## config.mk

```make
export PLATFORM = sky130hd
export DESIGN_NAME = rank_select3x3
export DESIGN_NICKNAME = d
export VERILOG_FILES = /design/src/rtl/rank_pkg.sv /design/src/rtl/minmax_node.sv /design/src/rtl/rank_ctrl.sv /design/src/rtl/rank_datapath.sv /design/src/rtl/rank_select3x3.sv
export SDC_FILE = /design/constraint.sdc
export NUM_CORES = 1
export LEC_CHECK = 0
export BUFFER_PORTS_ARGS = -buffer_cell sky130_fd_sc_hd__clkbuf_2
export CAP_MARGIN = 20
export CORE_MARGIN = 8
export CORE_UTILIZATION = 40
export DETAILED_ROUTE_END_ITERATION = 10
export SYNTH_ARGS = -nofsm -noshare
export SYNTH_HDL_FRONTEND = slang
export SYNTH_SLANG_ARGS = --single-unit
```

## constraint.sdc

```tcl
create_clock -name clk -period 9.8 [get_ports clk]
set_clock_uncertainty 0.05 [all_clocks]
set_input_delay 0.98 -clock clk [delete_from_list [all_inputs] [get_ports clk]]
set_output_delay 0.98 -clock clk [all_outputs]
set_load 0.01 [all_outputs]
```

## src/rtl/rank_pkg.sv

```systemverilog
package rank_pkg;
  localparam int NUM_TAPS = 9;
  localparam int NUM_PASSES = 5;
  localparam int RANK_W = 4;

  typedef struct packed {
    logic load;
    logic step;
  } sortStrobes_t;
endpackage

```

## src/rtl/minmax_node.sv

```systemverilog
module minmax_node #(
  parameter int DATA_W = 8
) (
  input  logic [DATA_W-1:0] aIn,
  input  logic [DATA_W-1:0] bIn,
  output logic [DATA_W-1:0] loOut,
  output logic [DATA_W-1:0] hiOut
);
  logic swap;
  assign swap  = aIn > bIn;
  assign loOut = swap ? bIn : aIn;
  assign hiOut = swap ? aIn : bIn;
endmodule

```

## src/rtl/rank_ctrl.sv

```systemverilog
module rank_ctrl
  import rank_pkg::*;
#(
  parameter int PASSES = NUM_PASSES
) (
  input  logic         clk,
  input  logic         rstN,
  input  logic         startIn,
  output sortStrobes_t strobes,
  output logic         validOut
);
  localparam int CNT_W = $clog2(PASSES + 1);
  localparam logic [CNT_W-1:0] LAST = CNT_W'(PASSES - 1);

  logic             busyQ;
  logic [CNT_W-1:0] passCnt;

  always_comb begin
    strobes.load = startIn && !busyQ;
    strobes.step = busyQ;
  end

  always_ff @(posedge clk or negedge rstN) begin
    if (!rstN) begin
      busyQ    <= 1'b0;
      passCnt  <= '0;
      validOut <= 1'b0;
    end else if (strobes.load) begin
      busyQ    <= 1'b1;
      passCnt  <= '0;
      validOut <= 1'b0;
    end else if (strobes.step) begin
      passCnt <= passCnt + 1'b1;
      if (passCnt == LAST) begin
        busyQ    <= 1'b0;
        validOut <= 1'b1;
      end
    end
  end
endmodule

```

## src/rtl/rank_datapath.sv

```systemverilog
module rank_datapath
  import rank_pkg::*;
#(
  parameter int DATA_W = 8
) (
  input  logic                       clk,
  input  logic                       rstN,
  input  sortStrobes_t               strobes,
  input  logic [NUM_TAPS*DATA_W-1:0] samplesIn,
  output logic [NUM_TAPS*DATA_W-1:0] sortedFlat
);
  localparam int PAIRS = NUM_TAPS / 2;

  logic [DATA_W-1:0] holdQ  [NUM_TAPS];
  logic [DATA_W-1:0] layerA [NUM_TAPS];
  logic [DATA_W-1:0] layerB [NUM_TAPS];

  // first layer: pairs starting on even index, last tap passes through
  genvar k;
  generate
    for (k = 0; k < PAIRS; k++) begin : g_even
      minmax_node #(.DATA_W(DATA_W)) i_node (
        .aIn(holdQ[2*k]), .bIn(holdQ[2*k+1]),
        .loOut(layerA[2*k]), .hiOut(layerA[2*k+1]));
    end
    if (NUM_TAPS % 2 == 1) begin : g_evenTail
      assign layerA[NUM_TAPS-1] = holdQ[NUM_TAPS-1];
    end
  endgenerate

  // second layer: pairs starting on odd index, tap 0 passes through
  assign layerB[0] = layerA[0];
  generate
    for (k = 0; k < (NUM_TAPS - 1) / 2; k++) begin : g_odd
      minmax_node #(.DATA_W(DATA_W)) i_node (
        .aIn(layerA[2*k+1]), .bIn(layerA[2*k+2]),
        .loOut(layerB[2*k+1]), .hiOut(layerB[2*k+2]));
    end
    if (NUM_TAPS % 2 == 0) begin : g_oddTail
      assign layerB[NUM_TAPS-1] = layerA[NUM_TAPS-1];
    end
  endgenerate

  always_ff @(posedge clk or negedge rstN) begin
    if (!rstN) begin
      for (int i = 0; i < NUM_TAPS; i++) holdQ[i] <= '0;
    end else if (strobes.load) begin
      for (int i = 0; i < NUM_TAPS; i++) holdQ[i] <= samplesIn[i*DATA_W +: DATA_W];
    end else if (strobes.step) begin
      for (int i = 0; i < NUM_TAPS; i++) holdQ[i] <= layerB[i];
    end
  end

  always_comb begin
    for (int i = 0; i < NUM_TAPS; i++) sortedFlat[i*DATA_W +: DATA_W] = holdQ[i];
  end
endmodule

```

## src/rtl/rank_select3x3.sv

```systemverilog
module rank_select3x3
  import rank_pkg::*;
#(
  parameter int DATA_W = 8
) (
  input  logic                       clk,
  input  logic                       rstN,
  input  logic                       startIn,
  input  logic [NUM_TAPS*DATA_W-1:0] samplesIn,
  input  logic [RANK_W-1:0]          rankSel,
  input  logic                       dirSel,
  output logic                       validOut,
  output logic [DATA_W-1:0]          pixelOut
);
  localparam logic [RANK_W-1:0] TOP_RANK = RANK_W'(NUM_TAPS - 1);

  sortStrobes_t              strobes;
  logic [NUM_TAPS*DATA_W-1:0] sortedFlat;
  logic [RANK_W-1:0]          clampRank;
  logic [RANK_W-1:0]          tapIdx;

  rank_ctrl #(.PASSES(NUM_PASSES)) i_ctrl (
    .clk(clk), .rstN(rstN), .startIn(startIn),
    .strobes(strobes), .validOut(validOut));

  rank_datapath #(.DATA_W(DATA_W)) i_dp (
    .clk(clk), .rstN(rstN), .strobes(strobes),
    .samplesIn(samplesIn), .sortedFlat(sortedFlat));

  always_comb begin
    clampRank = (rankSel > TOP_RANK) ? TOP_RANK : rankSel;
    tapIdx    = dirSel ? (TOP_RANK - clampRank) : clampRank;
    pixelOut  = sortedFlat[tapIdx*DATA_W +: DATA_W];
  end
endmodule

```

==> metrics.txt <==
final antenna diode count=0; setup slack of the worst register-to-register path=5.10 ns; number of enable-type register cells in the synthesized netlist=0; warning count from the yosys run=0; Post-Synthesis Net Count=952; startpoint of the lowest-slack register-to-register path=i_dp.sortedFlat[62]$_DFFE_PN0P_; area share of the largest cell type after synthesis=between 20 and 30%; share of post-route cells with drive strength above 1=around 17%; routed vias/inst=5.862; final wirelength=between 20 and 25 mm; slowest cell on the critical path=sky130_fd_sc_hd__nor2b_4; height of the die=between 100 and 150 um; effective utilization at floorplan=40.65%; Area growth syn-to-layout=12.83%; Final Max Tran Viols=0; destination of the worst register-to-register timing path=i_dp.sortedFlat[68]$_DFFE_PN0P_; root buffer selected by CTS=sky130_fd_sc_hd__clkbuf_16; die extent in x=148.1 um; library cell appearing most often on the critical path=sky130_fd_sc_hd__clkbuf_2; maximum single-stage delay on the critical path=0.81 ns; buffering stage count on the worst path with inverters included=3; RSZ-0062 raised after global routing=no; number of port buffers=88; number of vias in the routed layout=6,419; clock period minus worst slack=about 5 ns; core area=about 17,000 um2; CTS buffer count=9; headroom to the max-slew limit=roughly a quarter; via count of the first global-routing pass=roughly 6,400; cells resized by post-CTS repair=0; synthesized area divided by synthesized cell count=8.674 um2; most frequent cell after synthesis=sky130_fd_sc_hd__nand2_1; category of the worst setup path launch point=input pin; critical path type=input pin to output pin; number of clock sinks=77; worst min-delay path category=input pin to async pin; Req. time, crit path=between 8 and 9 ns; number of core rows=48; total half-perimeter wirelength after legalization and detailed placement=16.78 mm; Post-Syn Area=6983 um2; H-tree Lvls=3; clock tree buffer depth=2; clock-pin slew reported for the worst setup and hold paths after clock tree synthesis=0.07 ns; cell area after layout=7879 um2; Post-Route Setup TNS=0 ns; floorplan die area=21,940 um2; commonest cells in the netlist=sky130_fd_sc_hd__nand2_1, sky130_fd_sc_hd__inv_1, sky130_fd_sc_hd__a21oi_1, sky130_fd_sc_hd__dfrtp_1, sky130_fd_sc_hd__ha_1; measured slew at the worst slew-check pin=around 1.1 ns; Worst-Skew Late Latency=0.35 ns; flip-flop and latch count after synthesis=77; critical-path maximum fanout=32; remaining antenna violation count after routing=0; antenna violations before repair=0; Routed WL per cell=20.05 um; worst r2r path cells=14; number of search-and-repair iterations in the first detailed-routing pass=5; worst hold slack after final layout=0.4707 ns; outcome=completed; crit-path leading delay family=simple AND/OR/NAND/NOR gates; period utilisation layout=51.26%; max-cap violations=0; type of destination of the critical path=output pin; number of remaining DRC errors=0; Cell Chain, Critical Path=clkbuf_2 -> nor2b_4 -> inv_2 -> ha_1 -> a21oi_2 -> mux4_2 -> o21ai_0 -> clkbuf_2; post-synthesis cell type with the largest combined area=sky130_fd_sc_hd__dfrtp_1; top_reg_cell synth=sky130_fd_sc_hd__dfrtp_1; Achievable Freq=about 200 MHz; # Post-CTS Setup Buffers=0; FFs w/ async S/R, synth=100.0%; number of nets in the final layout=1,012; standard cell area after detailed placement=7532 um2; synth top area cells=sky130_fd_sc_hd__dfrtp_1, sky130_fd_sc_hd__ha_1, sky130_fd_sc_hd__mux2i_1; global-route wire length before repair=34.99 mm; GP Congestion=0.8935; Arr. time, crit path=3.99 ns; post-synthesis sequential area ratio=about 28%; global-route congestion overflow total=0; number of distinct library cells after synthesis=58; DR iter-0 viols=about 540; combined global-route utilization of all metal layers=about a fifth; largest net degree at the start of global routing=69; # IOs=89; hold_buf cts=0; number of instances in the synthesized netlist=805; number of hold-slack violations in the final timing report=0; TritonCTS clock tree=built; timing startpoint of the critical path=rankSel[3]; number of setup violations in the final report=0
-- cell type report --
class | count | area (um2)
Tap cell | 225 | 281.5
Sequential cell | 77 | 1927
Fill cell | 1705 | 9298
Multi-Input combinational cell | 600 | 4529
Clock buffer | 9 | 225.2
Clock inverter | 7 | 113.9
Inverter | 83 | 311.5
Timing Repair Buffer | 94 | 490.5
-- worst register-to-register path: cells and delay by family, from the launching register on --
family / cells / cell delay [ns]
multiplexers: 1 / 0.41
AND/OR/NAND/NOR: 3 / 0.72
AO/OA/AOI/OAI: 6 / 2.14
buffers and inverters: 2 / 0.18
flip-flops: 1 / 0.43
adder cells (fa/ha/maj): 2 / 0.64
-- layout by cell type, fill, tap and decap left out, types with 21 or more instances in the layout --
cell                       synthesis  final
sky130_fd_sc_hd__nand2_1          83     83
sky130_fd_sc_hd__a221oi_1         40     40
sky130_fd_sc_hd__a21oi_1          79     79
sky130_fd_sc_hd__ha_1             67     67
sky130_fd_sc_hd__dfrtp_1          77     77
sky130_fd_sc_hd__a211oi_1         24     24
sky130_fd_sc_hd__o211a_1          21     21
sky130_fd_sc_hd__inv_1            82     82
sky130_fd_sc_hd__o21ai_0          40     40
sky130_fd_sc_hd__nor2_1           24     24
sky130_fd_sc_hd__clkbuf_2          0     86
sky130_fd_sc_hd__mux2i_1          57     57
sky130_fd_sc_hd__nor2b_1          22     21
-- how the worst max path moves through the flow --
stage / to / slack, ns / cells after the start
after global placement: pixelOut[4] / 4.83 / 8
after detailed placement: pixelOut[1] / 4.78 / 8
final: pixelOut[7] / 4.78 / 8
after global routing: pixelOut[4] / 4.55 / 8
after CTS: pixelOut[1] / 4.76 / 8
after floorplan: pixelOut[1] / 5.73 / 8
-- per-layer routing --
metal  up-vias  part of all wire [%]  global-route usage (%)
li1       3122                     -                       -
met1      3126                    46                   26.85
met2       148                    48                   33.06
met3        23                   4.5                   3.737
met4         0                   1.5                   4.437
met5         -                     0                       0
-- cell families (layout without fill, tap and decap cells) --
| family | after synthesis | after routing | synth area share (%) |
|---|---|---|---|
| AOI/OAI and AO/OA | 286 | 286 | 28.49 |
| xor gates and xnor gates | 2 | 2 | 0.3584 |
| adders and majority gates | 67 | 67 | 12.00 |
| buffers and inverters | 128 | 193 | 7.651 |
| DFF | 77 | 77 | 27.59 |
| muxes | 73 | 73 | 12.04 |
| and+or+nand+nor | 172 | 172 | 11.86 |
-- per-stage QoR --
step / setup WS (ns) / cells / utilization (%)
after detailed placement: 4.776 / 1078 / 43.85
after CTS: 4.761 / 1094 / 45.83
final: 4.776 / 1095 / 45.87
after global placement: 4.833 / 1078 / 43.85
after floorplan: 5.731 / 805 / -
after global routing: 4.545 / 1095 / 45.87
-- sequential cells by signal, summed over array words and instances, names as in the netlist --
| register | flops |
|---|---|
| i_ctrl.passCnt | 3 |
| i_dp.sortedFlat | 72 |
| i_ctrl.validOut | 1 |
| i_ctrl.busyQ | 1 |
Power is left out: the tool's default activity adds up to more than one toggle a clock period on the data nets, which glitch-free logic cannot reach.
